[src/rtl/blc_pkg.sv]
package blc_pkg;
  localparam int OP_W = 5;

  // loop-form codes; codes 0x00..0x0F are flag conditions
  localparam logic [OP_W-1:0] OP_LOOPNZ = 5'h10;
  localparam logic [OP_W-1:0] OP_LOOPZ  = 5'h11;
  localparam logic [OP_W-1:0] OP_LOOP   = 5'h12;
  localparam logic [OP_W-1:0] OP_JCZ    = 5'h13;

  typedef struct packed {
    logic cf;
    logic zf;
    logic sf;
    logic of;
    logic pf;
  } flags_t;
endpackage

[src/rtl/blc_cond_eval.sv]
module blc_cond_eval
  import blc_pkg::*;
(
  input  logic [3:0] code_i,
  input  flags_t     flags_i,
  output logic       hit_o
);
  logic base;
  logic lt_s;

  assign lt_s = flags_i.sf ^ flags_i.of;

  // code[3:1] picks the test, code[0] inverts it
  always_comb begin
    unique case (code_i[3:1])
      3'd0: base = flags_i.of;
      3'd1: base = flags_i.cf;
      3'd2: base = flags_i.zf;
      3'd3: base = flags_i.cf | flags_i.zf;
      3'd4: base = flags_i.sf;
      3'd5: base = flags_i.pf;
      3'd6: base = lt_s;
      default: base = lt_s | flags_i.zf;
    endcase
  end

  assign hit_o = base ^ code_i[0];
endmodule

[src/rtl/blc_count_unit.sv]
module blc_count_unit
  import blc_pkg::*;
#(
  parameter int CNT_W = 16
) (
  input  logic [OP_W-1:0]  op_i,
  input  logic             zf_i,
  input  logic [CNT_W-1:0] cnt_i,
  output logic             is_cnt_op_o,
  output logic             hit_o,
  output logic             we_o,
  output logic [CNT_W-1:0] cnt_o
);
  logic [CNT_W-1:0] dec;
  logic             dec_nz;

  assign dec    = cnt_i - CNT_W'(1);
  assign dec_nz = |dec;
  assign cnt_o  = dec;

  always_comb begin
    is_cnt_op_o = 1'b1;
    we_o        = 1'b1;
    hit_o       = 1'b0;
    unique case (op_i)
      OP_LOOPNZ: hit_o = dec_nz & ~zf_i;
      OP_LOOPZ:  hit_o = dec_nz & zf_i;
      OP_LOOP:   hit_o = dec_nz;
      OP_JCZ: begin
        we_o  = 1'b0;
        hit_o = ~|cnt_i;
      end
      default: begin
        is_cnt_op_o = 1'b0;
        we_o        = 1'b0;
      end
    endcase
  end
endmodule

[src/rtl/blc_target_gen.sv]
module blc_target_gen #(
  parameter int IP_W   = 16,
  parameter int DISP_W = 8
) (
  input  logic [IP_W-1:0]   ip_next_i,
  input  logic [DISP_W-1:0] disp_i,
  input  logic              take_i,
  output logic [IP_W-1:0]   ip_o
);
  logic [IP_W-1:0] disp_ext;

  generate
    if (DISP_W >= IP_W) begin : g_trunc
      assign disp_ext = disp_i[IP_W-1:0];
    end else begin : g_sext
      assign disp_ext = {{(IP_W-DISP_W){disp_i[DISP_W-1]}}, disp_i};
    end
  endgenerate

  // adder sits off the select path; wraps modulo 2^IP_W
  logic [IP_W-1:0] target;
  assign target = ip_next_i + disp_ext;
  assign ip_o   = take_i ? target : ip_next_i;
endmodule

[src/rtl/blc_branch_unit.sv]
module blc_branch_unit
  import blc_pkg::*;
#(
  parameter int IP_W   = 16,
  parameter int CNT_W  = 16,
  parameter int DISP_W = 8
) (
  input  logic              clk_i,
  input  logic              rst_ni,
  input  logic              valid_i,
  input  logic [4:0]        op_i,
  input  logic              cf_i,
  input  logic              zf_i,
  input  logic              sf_i,
  input  logic              of_i,
  input  logic              pf_i,
  input  logic [CNT_W-1:0]  cnt_i,
  input  logic [IP_W-1:0]   ip_next_i,
  input  logic [DISP_W-1:0] disp_i,
  output logic              valid_o,
  output logic              taken_o,
  output logic [IP_W-1:0]   ip_o,
  output logic [CNT_W-1:0]  cnt_o,
  output logic              cnt_we_o
);
  localparam logic [OP_W-1:0] COND_LAST = 5'h0F;

  flags_t           flags;
  logic             cond_hit;
  logic             cnt_op;
  logic             cnt_hit;
  logic             cnt_we;
  logic [CNT_W-1:0] cnt_dec;
  logic             take;
  logic [IP_W-1:0]  ip_sel;

  assign flags = '{cf: cf_i, zf: zf_i, sf: sf_i, of: of_i, pf: pf_i};

  blc_cond_eval u_cond (
    .code_i  (op_i[3:0]),
    .flags_i (flags),
    .hit_o   (cond_hit)
  );

  blc_count_unit #(.CNT_W(CNT_W)) u_cnt (
    .op_i        (op_i),
    .zf_i        (zf_i),
    .cnt_i       (cnt_i),
    .is_cnt_op_o (cnt_op),
    .hit_o       (cnt_hit),
    .we_o        (cnt_we),
    .cnt_o       (cnt_dec)
  );

  always_comb begin
    if (op_i <= COND_LAST) take = cond_hit;
    else if (cnt_op)       take = cnt_hit;
    else                   take = 1'b0;
  end

  blc_target_gen #(.IP_W(IP_W), .DISP_W(DISP_W)) u_tgt (
    .ip_next_i (ip_next_i),
    .disp_i    (disp_i),
    .take_i    (take),
    .ip_o      (ip_sel)
  );

  always_ff @(posedge clk_i or negedge rst_ni) begin
    if (!rst_ni) begin
      valid_o  <= 1'b0;
      taken_o  <= 1'b0;
      cnt_we_o <= 1'b0;
      ip_o     <= '0;
      cnt_o    <= '0;
    end else begin
      valid_o  <= valid_i;
      taken_o  <= valid_i & take;
      cnt_we_o <= valid_i & cnt_we;
      if (valid_i) begin
        ip_o  <= ip_sel;
        cnt_o <= cnt_dec;
      end
    end
  end


  idle_quiet_chk: assert property (@(posedge clk_i) disable iff (!rst_ni)
    !valid_o |-> (!taken_o && !cnt_we_o));


  valid_follow_chk: assert property (@(posedge clk_i) disable iff (!rst_ni)
    $past(rst_ni) |-> (valid_o == $past(valid_i)));


  cnt_dec_chk: assert property (@(posedge clk_i) disable iff (!rst_ni)
    ($past(rst_ni) && cnt_we_o) |-> (cnt_o == $past(cnt_i) - CNT_W'(1)));


  jcz_no_write_chk: assert property (@(posedge clk_i) disable iff (!rst_ni)
    ($past(rst_ni) && valid_o && $past(op_i) == OP_JCZ)
      |-> (!cnt_we_o && (taken_o == ($past(cnt_i) == '0))));


  fallthrough_ip_chk: assert property (@(posedge clk_i) disable iff (!rst_ni)
    ($past(rst_ni) && valid_o && !taken_o) |-> (ip_o == $past(ip_next_i)));


  loop_nonzero_chk: assert property (@(posedge clk_i) disable iff (!rst_ni)
    (valid_o && taken_o && cnt_we_o) |-> (cnt_o != '0));
endmodule

[config.mk]
export PLATFORM = sky130hd
export DESIGN_NAME = blc_branch_unit
export DESIGN_NICKNAME = d
export VERILOG_FILES = /design/src/rtl/blc_pkg.sv /design/src/rtl/blc_cond_eval.sv /design/src/rtl/blc_count_unit.sv /design/src/rtl/blc_target_gen.sv /design/src/rtl/blc_branch_unit.sv
export SDC_FILE = /design/constraint.sdc
export NUM_CORES = 1
export LEC_CHECK = 0
export BUFFER_PORTS_ARGS = -buffer_cell sky130_fd_sc_hd__buf_2
export CORE_MARGIN = 3
export CORE_UTILIZATION = 45
export DETAILED_ROUTE_END_ITERATION = 6
export HOLD_SLACK_MARGIN = 0.05
export PLACE_DENSITY = 0.73
export REMOVE_ABC_BUFFERS = 1
export SLEW_MARGIN = 20
export SYNTH_ARGS = -nofsm -noshare
export SYNTH_HDL_FRONTEND = slang
export SYNTH_SLANG_ARGS = --single-unit
[constraint.sdc]
create_clock -name clk_i -period 1.6 [get_ports clk_i]
set_clock_uncertainty 0.1 [all_clocks]
set_input_delay 0.32 -clock clk_i [delete_from_list [all_inputs] [get_ports clk_i]]
set_output_delay 0.32 -clock clk_i [all_outputs]
set_load 0.05 [all_outputs]
==> flow_summary.json <==
{
  "max_cap_viol_count": 0,
  "yosysSeqAreaShare_pct": 33.3,
  "grt_setup_unrepaired": "yes",
  "hold-path-endpoint": "ip_o[14]$_DFFE_PN0P_",
  "grt_usage_pct": 25.7,
  "cts_max_path_buffers": 2,
  "placed_area_um2": 3740,
  "wl_per_cell_um": 15.5,
  "insertion_delay_ns": 0.29,
  "grt_pass1_vias": 3115,
  "path_class": "input port to flip-flop",
  "drive_above_1_share_pct": 48.9,
  "fin_area_um2": 4310,
  "cts_buffers": 5,
  "critPathBufInv": 5,
  "viasPerCell": 5.42,
  "synth_top_area_cell": "dfrtp_1",
  "synthTopCellsByArea": "dfrtp_1 33%, ha_1 8.1%, a21oi_1 7.8%",
  "die-height_um": 82.5,
  "rr_startpoint": "ip_o[14]$_DFFE_PN0P_",
  "vias": 3030,
  "die_area_um2": 6800,
  "synth_cell_types": 51,
  "antenna_cells": 0,
  "fillers": 386,
  "cp_common_cell": "buf_6",
  "ir_worst_vdd_mv": 0.570,
  "pin_count": 88,
  "synth_cells": 311,
  "min_from": "ip_next_i[14]",
  "place_hpwl_um": 5850,
  "start_util_pct": 47.2,
  "p_per_area_nw_per_um2": 794,
  "relSlewSlack_pct": 62.1,
  "cp_cell_sequence": "buf_8, inv_6, ha_4, nor3b_4, buf_6, buf_6, and4_4, a2111oi_4, o221ai_2, o22ai_2, buf_4, mux2i_2, a21oi_1",
  "cts_tree": "done",
  "finalWorstSetupSlack_ns": -0.787,
  "htreeDepth": 2,
  "crit_slowest_cell": "a2111oi_4",
  "end_kind": "flip-flop",
  "violations": "negative setup slack",
  "clkTransAtPathRegs_ns": 0.07,
  "tightest_slew_ns": 0.568,
  "drt_wl_total_um": 8680,
  "finalMaxSlewViolations": 0,
  "status": "finished, violations left",
  "cpLargestDelayFamily": "compound AO/OA/AOI/OAI gates",
  "syn2layout_area_growth_pct": 64.0,
  "ant_nets": 0,
  "cts.sinks": 35,
  "required_ns": 1.65,
  "synth_top_area_share_pct": 33.3,
  "grt_pass1_wl_um": 13600,
  "setup_viol": 17,
  "period_needed_ns": 2.39,
  "dp_slack_ns": -1.26,
  "fin_crit_sh_pct": 149,
  "ys_warn_count": 0,
  "gr-total-overflow": 0,
  "rows": 27,
  "drtIter0Drc": 105,
  "port_buffers": 87,
  "antenna_found_initial": 0,
  "clockRootBuffer": "clkbuf_8",
  "place_congestion": 0.910,
  "synthesis.area_um2": 2630,
  "grt_max_degree": 36,
  "p_leak_uw": 0.00199,
  "max_stage_delay_ns": 0.35,
  "startpoint_type": "input port",
  "nets": 557,
  "worst-r2r-cell-count": 3,
  "die_w_um": 82.5,
  "core_area_um2": 5570,
  "finalHoldViolations": 0,
  "cp_max_fo": 8,
  "syn_area_per_cell_um2": 8.46,
  "max_freq_ghz": 0.419,
  "whs_path_depth": 3,
  "reg2reg_to": "ip_o[14]$_DFFE_PN0P_",
  "drt_first_pass_iters": 4,
  "ys_ff_latch": 35,
  "r2r_slack_ns": 0.61,
  "drc": 0,
  "hp-class": "input port to flip-flop",
  "critPathArrivalTime_ns": 2.44
}
==> layout by cell type (no fill, tap or decap), types with 7 or more instances in the layout <==
cell and n:
a21oi_1 37, buf_2 83, buf_4 82, buf_6 7, dfrtp_1 35, ha_1 13, inv_1 10, nand2_1 13
nor2_1 42, o21ai_0 11, xnor2_1 17
==> per-stage QoR <==
step,hold slack (ns),util [%],total power [µW],setup TNS (ns),std cells
after global routing,0.221,77.4,3590,-13.56,559
after global placement,0.281,67.1,2380,-21.31,542
after CTS,0.191,75.1,3380,-10.56,560
after floorplan,-0.0756,-,1880,-20.90,301
after detailed placement,0.283,67.1,2420,-23.04,542
final,0.200,77.4,3420,-12.25,559
==> area by class of cell <==
class / count / area [µm²] / area share (%)
inverter: 13 / 56.3 / 1.31
tap: 72 / 90.1 / 2.09
timing repair buffer: 178 / 1200 / 27.9
clock inverter: 2 / 35.0 / 0.812
clock buffer: 6 / 82.6 / 1.91
multi-input combinational: 253 / 1970 / 45.6
sequential: 35 / 876 / 20.3
==> routing by layer <==
layer | track usage [%] | wire (µm) | vias up
met5 | 0 | 0 | -
met2 | 45.0 | 4460 | 105
met1 | 30.2 | 3500 | 1428
met4 | 11.5 | 190 | 0
met3 | 4.88 | 532 | 20
li1 | - | - | 1477
==> state kept, by name, indices dropped and copies added (netlist names) <==
signal and flops:
valid_o 1, taken_o 1, ip_o 16, cnt_we_o 1
cnt_o 16
==> worst max path at each step <==
stage	end	slack, ns	cells past startpoint	from
final	ip_o[0]$_DFFE_PN0P_	-0.79	13	cnt_i[0]
after global routing	ip_o[15]$_DFFE_PN0P_	-0.86	10	ip_next_i[5]
after floorplan	ip_o[15]$_DFFE_PN0P_	-1.35	10	cnt_i[1]
after CTS	ip_o[15]$_DFFE_PN0P_	-0.73	10	disp_i[1]
after detailed placement	ip_o[15]$_DFFE_PN0P_	-1.26	10	ip_next_i[1]
after global placement	ip_o[15]$_DFFE_PN0P_	-1.23	10	ip_next_i[1]
==> where the power goes <==
| part | internal (µW) | total, µW | switching, µW |
|---|---|---|---|
| clock | 504 | 849 | 344 |
| combinational | 592 | 1530 | 935 |
| sequential | 991 | 1050 | 56.0 |
==> timing repair <==
| item | in CTS | in global routing |
|---|---|---|
| setup buffers | 8 | 2 |
| pin swaps | 36 | 20 |
| endpoints found under the setup margin | 22 | 24 |
| resized for setup | 55 | 34 |
| cloned | 1 | 0 |
| hold endpoints to repair | 35 | 0 |
| hold buffers | 1 | 0 |
==> Yosys cell counts (all sizes together) <==
cell type	number
a2111oi	1
a211oi	3
a21o	2
a21oi	41
a221o	1
a221oi	1
a311oi	1
a31oi	7
and2	1
and3	2
and4	1
buf	5
clkbuf	5
dfrtp	35
fa	1
ha	17
inv	13
mux2	1
mux2i	7
mux4	1
nand2	16
nand2b	4
nand3	5
nand3b	3
nand4b	6
nor2	50
nor2b	5
nor3	9
nor3b	3
nor4	3
nor4b	1
o2111ai	1
o211ai	3
o21a	6
o21ai	18
o221ai	1
o22ai	1
o31a	1
o31ai	1
or3	2
or4	2
or4bb	1
xnor2	19
xor2	4
==> worst reg2reg max path: stages (launching register included) <==
cell     delay [ns]
dfrtp_1        0.37
nor2b_1        0.14
a31oi_1        0.20
o21ai_2        0.07
==> kinds of logic after synthesis <==
logic type,after synthesis,synth area share (%)
buffers and inverters,23,3.43
and+or+nand+nor,114,22.5
adders and majority gates,18,8.85
AOI/OAI and AO/OA,89,20.3
DFF,35,33.3
muxes,9,3.95
xor gates and xnor gates,23,7.66
No activity file was read; power rests on OpenSTA's default activity.
